## config.mk

```make
export PLATFORM = sky130hd
export DESIGN_NAME = dmac_regif
export DESIGN_NICKNAME = d
export VERILOG_FILES = /design/src/rtl/dmac_regif_pkg.sv /design/src/rtl/dmac_byte_ptr.sv /design/src/rtl/dmac_chan_bank.sv /design/src/rtl/dmac_ctl_stat.sv /design/src/rtl/dmac_regif.sv
export SDC_FILE = /design/constraint.sdc
export NUM_CORES = 1
export LEC_CHECK = 0
export BUFFER_PORTS_ARGS = -buffer_cell sky130_fd_sc_hd__buf_2
export CAP_MARGIN = 40
export CORE_AREA = 2 2 239 123
export CTS_BUF_LIST = sky130_fd_sc_hd__clkbuf_16
export CTS_CLUSTER_SIZE = 14
export DETAILED_ROUTE_END_ITERATION = 10
export DIE_AREA = 0 0 241 125
export HOLD_SLACK_MARGIN = 0.06
export PLACE_DENSITY = 0.68
export SYNTH_ARGS = -nofsm -noshare
export SYNTH_HDL_FRONTEND = slang
export SYNTH_SLANG_ARGS = --single-unit
```

## constraint.sdc

```tcl
create_clock -name clk -period 2.4 [get_ports clk]
set_input_delay 0.12 -clock clk [delete_from_list [all_inputs] [get_ports clk]]
set_output_delay 0.12 -clock clk [all_outputs]
set_load 0.02 [all_outputs]
```

## src/rtl/dmac_regif_pkg.sv

```systemverilog
package dmac_regif_pkg;

   // Command offsets in the upper half of the offset space
   typedef enum logic [3:0] {
      OFS_STATUS  = 4'h8,
      OFS_SPARE   = 4'h9,
      OFS_MASK1   = 4'hA,
      OFS_MODE    = 4'hB,
      OFS_PTRCLR  = 4'hC,
      OFS_MCLR    = 4'hD,
      OFS_UNMASK  = 4'hE,
      OFS_MASKALL = 4'hF
   } ctl_ofs_e;

   // Decoded one-cycle command strobes
   typedef struct packed {
      logic mask_one;
      logic mode;
      logic ptr_clr;
      logic mclr;
      logic unmask_all;
      logic mask_all;
      logic stat_rd;
   } ctl_cmd_t;

   // Data bit positions used by the command registers
   localparam int MASK_BIT_POS  = 2;
   localparam int AUTO_BIT_POS  = 4;
   localparam int STEP_BIT_POS  = 5;

endpackage

```

## src/rtl/dmac_byte_ptr.sv

```systemverilog
module dmac_byte_ptr (
   input  logic clk,
   input  logic rst_n,
   input  logic toggle,
   input  logic clear,
   output logic hi_sel
);
   always_ff @(posedge clk or negedge rst_n) begin
      if (!rst_n)      hi_sel <= 1'b0;
      else if (clear)  hi_sel <= 1'b0;
      else if (toggle) hi_sel <= ~hi_sel;
   end
endmodule

```

## src/rtl/dmac_chan_bank.sv

```systemverilog
module dmac_chan_bank #(
   parameter int DATA_W = 8,
   localparam int REG_W = 2 * DATA_W
) (
   input  logic              clk,
   input  logic              rst_n,
   input  logic              wr_addr,
   input  logic              wr_cnt,
   input  logic              hi_sel,
   input  logic [DATA_W-1:0] wdata,
   input  logic              reload,
   output logic [REG_W-1:0]  base_addr,
   output logic [REG_W-1:0]  cur_addr,
   output logic [REG_W-1:0]  base_cnt,
   output logic [REG_W-1:0]  cur_cnt
);
   always_ff @(posedge clk or negedge rst_n) begin
      if (!rst_n) begin
         base_addr <= '0;
         cur_addr  <= '0;
         base_cnt  <= '0;
         cur_cnt   <= '0;
      end else begin
         if (reload) begin
            cur_addr <= base_addr;
            cur_cnt  <= base_cnt;
         end
         if (wr_addr) begin
            if (hi_sel) begin
               base_addr[REG_W-1:DATA_W] <= wdata;
               cur_addr[REG_W-1:DATA_W]  <= wdata;
            end else begin
               base_addr[DATA_W-1:0] <= wdata;
               cur_addr[DATA_W-1:0]  <= wdata;
            end
         end
         if (wr_cnt) begin
            if (hi_sel) begin
               base_cnt[REG_W-1:DATA_W] <= wdata;
               cur_cnt[REG_W-1:DATA_W]  <= wdata;
            end else begin
               base_cnt[DATA_W-1:0] <= wdata;
               cur_cnt[DATA_W-1:0]  <= wdata;
            end
         end
      end
   end
endmodule

```

## src/rtl/dmac_ctl_stat.sv

```systemverilog
module dmac_ctl_stat
   import dmac_regif_pkg::*;
#(
   parameter int NCH    = 4,
   parameter int DATA_W = 8,
   localparam int CH_W  = $clog2(NCH)
) (
   input  logic              clk,
   input  logic              rst_n,
   input  ctl_cmd_t          cmd,
   input  logic [DATA_W-1:0] wdata,
   input  logic [NCH-1:0]    ch_tc,
   output logic [NCH-1:0]    mask,
   output logic [NCH-1:0]    autoinit,
   output logic [NCH-1:0]    step_sel,
   output logic [NCH-1:0]    tc_flags,
   output logic [NCH-1:0]    reload
);
   logic [CH_W-1:0] sel;
   logic [NCH-1:0]  tc_next;

   assign sel = wdata[CH_W-1:0];

   // A pulse in the clearing cycle survives the clear
   always_comb begin
      tc_next = (cmd.stat_rd || cmd.mclr) ? '0 : tc_flags;
      tc_next = tc_next | ch_tc;
   end

   always_ff @(posedge clk or negedge rst_n) begin
      if (!rst_n) begin
         mask     <= '1;
         autoinit <= '0;
         step_sel <= '0;
         tc_flags <= '0;
         reload   <= '0;
      end else begin
         tc_flags <= tc_next;
         reload   <= ch_tc & autoinit;
         if (cmd.mclr)            mask <= '1;
         else if (cmd.unmask_all) mask <= '0;
         else if (cmd.mask_all)   mask <= wdata[NCH-1:0];
         else if (cmd.mask_one)   mask[sel] <= wdata[MASK_BIT_POS];
         if (cmd.mode) begin
            autoinit[sel] <= wdata[AUTO_BIT_POS];
            step_sel[sel] <= wdata[STEP_BIT_POS];
         end
      end
   end
endmodule

```

## src/rtl/dmac_regif.sv

```systemverilog
module dmac_regif
   import dmac_regif_pkg::*;
#(
   parameter int NCH    = 4,
   parameter int DATA_W = 8,
   parameter int OFS_W  = 4,
   localparam int REG_W = 2 * DATA_W,
   localparam int CH_W  = $clog2(NCH)
) (
   input  logic                 clk,
   input  logic                 rst_n,
   input  logic [OFS_W-1:0]     bus_ofs,
   input  logic                 bus_wr,
   input  logic                 bus_rd,
   input  logic [DATA_W-1:0]    bus_wdata,
   output logic [DATA_W-1:0]    bus_rdata,
   input  logic [NCH-1:0]       ch_tc,
   input  logic [NCH-1:0]       ch_req,
   output logic [NCH*REG_W-1:0] ch_base_addr,
   output logic [NCH*REG_W-1:0] ch_cur_addr,
   output logic [NCH*REG_W-1:0] ch_base_cnt,
   output logic [NCH*REG_W-1:0] ch_cur_cnt,
   output logic [NCH-1:0]       ch_mask,
   output logic [NCH-1:0]       ch_autoinit,
   output logic [NCH-1:0]       ch_step_sel,
   output logic [NCH-1:0]       ch_reload
);
   generate
      if (NCH != 4) begin : g_bad_nch
         $error("dmac_regif: channel select and status layout need NCH == 4");
      end
      if (DATA_W != 8) begin : g_bad_dw
         $error("dmac_regif: bus width must be 8");
      end
      if (OFS_W != 4) begin : g_bad_ofs
         $error("dmac_regif: offset width must be 4");
      end
   endgenerate

   logic            chan_space;
   logic            ptr_hi;
   logic [CH_W-1:0] ch_sel;
   ctl_cmd_t        cmd;
   logic [NCH-1:0]  tc_flags;

   logic [REG_W-1:0] cur_addr_a [NCH];
   logic [REG_W-1:0] cur_cnt_a  [NCH];

   assign chan_space = ~bus_ofs[OFS_W-1];
   assign ch_sel     = bus_ofs[CH_W:1];

   always_comb begin
      cmd            = '0;
      cmd.mask_one   = bus_wr && (bus_ofs == OFS_MASK1);
      cmd.mode       = bus_wr && (bus_ofs == OFS_MODE);
      cmd.ptr_clr    = bus_wr && (bus_ofs == OFS_PTRCLR);
      cmd.mclr       = bus_wr && (bus_ofs == OFS_MCLR);
      cmd.unmask_all = bus_wr && (bus_ofs == OFS_UNMASK);
      cmd.mask_all   = bus_wr && (bus_ofs == OFS_MASKALL);
      cmd.stat_rd    = bus_rd && (bus_ofs == OFS_STATUS);
   end

   dmac_byte_ptr u_ptr (
      .clk    (clk),
      .rst_n  (rst_n),
      .toggle ((bus_wr || bus_rd) && chan_space),
      .clear  (cmd.ptr_clr || cmd.mclr),
      .hi_sel (ptr_hi)
   );

   dmac_ctl_stat #(.NCH(NCH), .DATA_W(DATA_W)) u_ctl (
      .clk      (clk),
      .rst_n    (rst_n),
      .cmd      (cmd),
      .wdata    (bus_wdata),
      .ch_tc    (ch_tc),
      .mask     (ch_mask),
      .autoinit (ch_autoinit),
      .step_sel (ch_step_sel),
      .tc_flags (tc_flags),
      .reload   (ch_reload)
   );

   for (genvar n = 0; n < NCH; n++) begin : g_chan
      logic sel_here;
      assign sel_here = bus_wr && chan_space && (ch_sel == CH_W'(n));

      dmac_chan_bank #(.DATA_W(DATA_W)) u_bank (
         .clk       (clk),
         .rst_n     (rst_n),
         .wr_addr   (sel_here && !bus_ofs[0]),
         .wr_cnt    (sel_here &&  bus_ofs[0]),
         .hi_sel    (ptr_hi),
         .wdata     (bus_wdata),
         .reload    (ch_tc[n] && ch_autoinit[n]),
         .base_addr (ch_base_addr[n*REG_W +: REG_W]),
         .cur_addr  (ch_cur_addr[n*REG_W +: REG_W]),
         .base_cnt  (ch_base_cnt[n*REG_W +: REG_W]),
         .cur_cnt   (ch_cur_cnt[n*REG_W +: REG_W])
      );

      assign cur_addr_a[n] = ch_cur_addr[n*REG_W +: REG_W];
      assign cur_cnt_a[n]  = ch_cur_cnt[n*REG_W +: REG_W];
   end

   always_comb begin
      logic [REG_W-1:0] word;
      word      = bus_ofs[0] ? cur_cnt_a[ch_sel] : cur_addr_a[ch_sel];
      bus_rdata = '0;
      if (bus_rd) begin
         if (chan_space)
            bus_rdata = ptr_hi ? word[REG_W-1:DATA_W] : word[DATA_W-1:0];
         else if (bus_ofs == OFS_STATUS)
            bus_rdata = {ch_req, tc_flags};
      end
   end
endmodule

```

==> run metrics <==
status=completed; final max-slew violation count=0; Mapped Nets=about 1300; GRT overflow=0; Post-Syn Instances=~1200; Reg-to-Reg Start=u_ptr.hi_sel; DIE WIDTH=241 um; area leader, netlist=dfrtp_1; clk slew on worst S/H paths=roughly 70 ps; min-delay worst type=in2async; crit start category=flop; Yosys warning count=0; critical path type=reg2out; setup repair after global routing missed its margin=true; Max Cap Violations=0; GPL Wtd Cong=slightly above 1; CP Buf/Inv Count=1; Setup crit end kind=output pin; # port buffers=303; Fmax achieved=roughly 420 MHz; Num CTS Buffers=26; Final Cycle Share=0.9943; worst path cell trace=mux4_2, nand2_2, o21ai_1, a221o_1, buf_6; total track usage=0.3021; share of the synthesized area in the top cell type=0.5489; drt wl/cell=roughly 23 um; Initial DRT Pass Iterations=5; clock buffer depth=3; initial antenna violation count=1; CP Launch Point=g_chan[0].u_bank.cur_cnt[1]; TritonCTS clock tree=yes; Post-synth ARST share=1.000; Area Growth Syn to Fin=25.20%; NetSw=0.008370 W; Synth Flop Type=dfrtp_1; clock sinks=approximately 280; Slew headroom=0.4741; Flop pwr share=0.420; main area contributors after synthesis=dfrtp_1, mux2i_1, nand2_1; worst skew pair latency=550 ps; synth cell count leaders=nand2_1, dfrtp_1, o21ai_0, mux2i_1, clkbuf_1; pwr/cell area=between 1000 and 1500 mW/mm^2; total wire length=between 40000 and 50000 um; Crit-path slowest cell=mux4_2; Hold Violations, Final=0; Clock Root Buffer=clkbuf_16; die height=about 130 um; Core ar.=between 0.02 and 0.03 mm^2; Initial DRC Count=between 1000 and 1500; routed vias=~11000; register bit total from synthesis=277; R2R Setup Slk=approximately 530 ps; H-tree levels=1; switching share of power=0.4320; Synth cell types=slightly below 50; synthesized area=between 0.01 and 0.015 mm^2; row cnt=44; Crit Path Max Fanout=3; setup violators final=0; Avg Synthesized Cell Area=10.07 um^2; largest stage delay on the critical path=roughly 520 ps; Post-route DRC=0; Tmin final=approximately 2400 ps; die area=between 0.03 and 0.04 mm^2; internal cell power=0.01101 W; Final Skew=between 15 and 20 ps; Logic pwr share=0.380; Post-DRT Antenna Nets=0; Top Ports=a little over 300; Net count, final=1581; Final HPWL DP=around 34000 um; register area share after synthesis=0.5573; Post-synth EDFFs=0; Layout Utilization=0.5507; Starting Density=0.4399; first-pass GRT wire length=about 68000 um; Worst EP required=between 2000 and 2500 ps; Arr. time, crit path=about 2300 ps; largest net degree at the start of global routing=between 80 and 90; Worst-Margin Slew=about 790 ps; Hold Slack=between 70 and 80 ps; cell with the most instances after synthesis=nand2_1; vias in the first global route=10355; post-DR vias/cell=around 5.6; Leak=8.917 nW; layout cells sized above 1=0.2849; Worst IR Drop VDD=about 0.70 mV; CP top delay family=multiplexers; clock network fraction of design power=0.199
==> power groups by stage <==
stage	Sequential, W	Combinational (W)	Clock, W
detailed placement	0.00825	0.00702	0
floorplan	0.00961	0.00214	0
CTS	0.00815	0.00716	0.00390
global route	0.00832	0.00789	0.00413
global placement	0.00826	0.00690	0
finish	0.00815	0.00737	0.00386
==> cells by family after synthesis <==
kind of cell | share of synthesized area
compound gates | 0.1060
buf+inv | 0.02724
flops | 0.5573
mux | 0.1553
simple gates | 0.1542
==> registers in the layout, indices dropped and copies added, names as in the netlist <==
register	cells
g_chan.u_bank.base_addr	64
u_ctl.mask	4
g_chan.u_bank.cur_addr	64
u_ctl.tc_flags	4
u_ctl.autoinit	4
u_ctl.reload	4
u_ptr.hi_sel	1
g_chan.u_bank.base_cnt	64
u_ctl.step_sel	4
g_chan.u_bank.cur_cnt	64
==> worst paths after layout <==
check / to / depth (start not counted)
max: bus_rdata[1] / 5
min: g_chan[0].u_bank.base_addr[1] / 2
max reg2reg: g_chan[0].u_bank.cur_addr[4] / 6
min reg2reg: u_ctl.tc_flags[0] / 1
max in group asynchronous: g_chan[3].u_bank.cur_cnt[3] / 3
min in group clk: g_chan[2].u_bank.base_addr[8] / 3
==> cell usage in the layout (no fill, tap or decap), types with 7 or more instances in the layout <==
cell type and count:
a221o_1 7, buf_2 298, buf_4 55, clkbuf_16 27, clkinv_2 7, dfrtp_1 272
dlygate4sd3_1 9, inv_1 10, mux2_2 19, mux2i_1 156, mux4_2 7, nand2_1 373
nand2_2 9, nand3_1 16, nor2_1 23, nor2b_1 10, o21ai_0 159, o22ai_1 10
==> worst register-to-register path, cell delays in order (launching register included) <==
cell	delay, ps
dfrtp_2	450
or4b_1	490
buf_4	220
nor3_2	160
buf_4	230
nand2_1	90
o21ai_0	120
==> repair_timing <==
action / in CTS / in global routing
hold endpoints to repair: 304 / 0
endpoints found under the setup margin: 3 / 7
pin swaps: 0 / 3
gates resized for setup: 9 / 18
hold buffers: 9 / 0
buffers inserted: 5 / 11
==> per-stage QoR <==
stage	TNS [ps]	std cells	power (W)	instance area [um^2]	setup WS (ps)
after global placement	0	1895	0.01515	14540	335.4
final	0	1968	0.01938	15580	13.72
after global routing	-27.20	1968	0.02034	15580	-15.31
after detailed placement	0	1895	0.01528	14540	302.5
after floorplan	0	1236	0.01175	12450	707.3
after CTS	-7.758	1956	0.01922	15450	-7.758
==> per-layer routing <==
layer | global-route usage | wire, um | vias to the layer above
met3 | 0.06756 | 4461 | 62
met4 | 0.05192 | 758 | 0
met1 | 0.4714 | 20980 | 5533
met5 | 0 | 0 | -
met2 | 0.4341 | 19600 | 571
li1 | - | - | 4907
==> layout make-up <==
type | instances | area [um^2]
clock inverter | 20 | 88.84
fill | 2583 | 12710
clock buffer | 27 | 675.6
inverter | 4 | 15.01
multi-input combinational | 877 | 5231
antenna | 1 | 2.502
timing repair buffer | 371 | 2143
sequential | 277 | 6938
tap | 391 | 489.2
No activity file was read; power rests on OpenSTA's default activity.
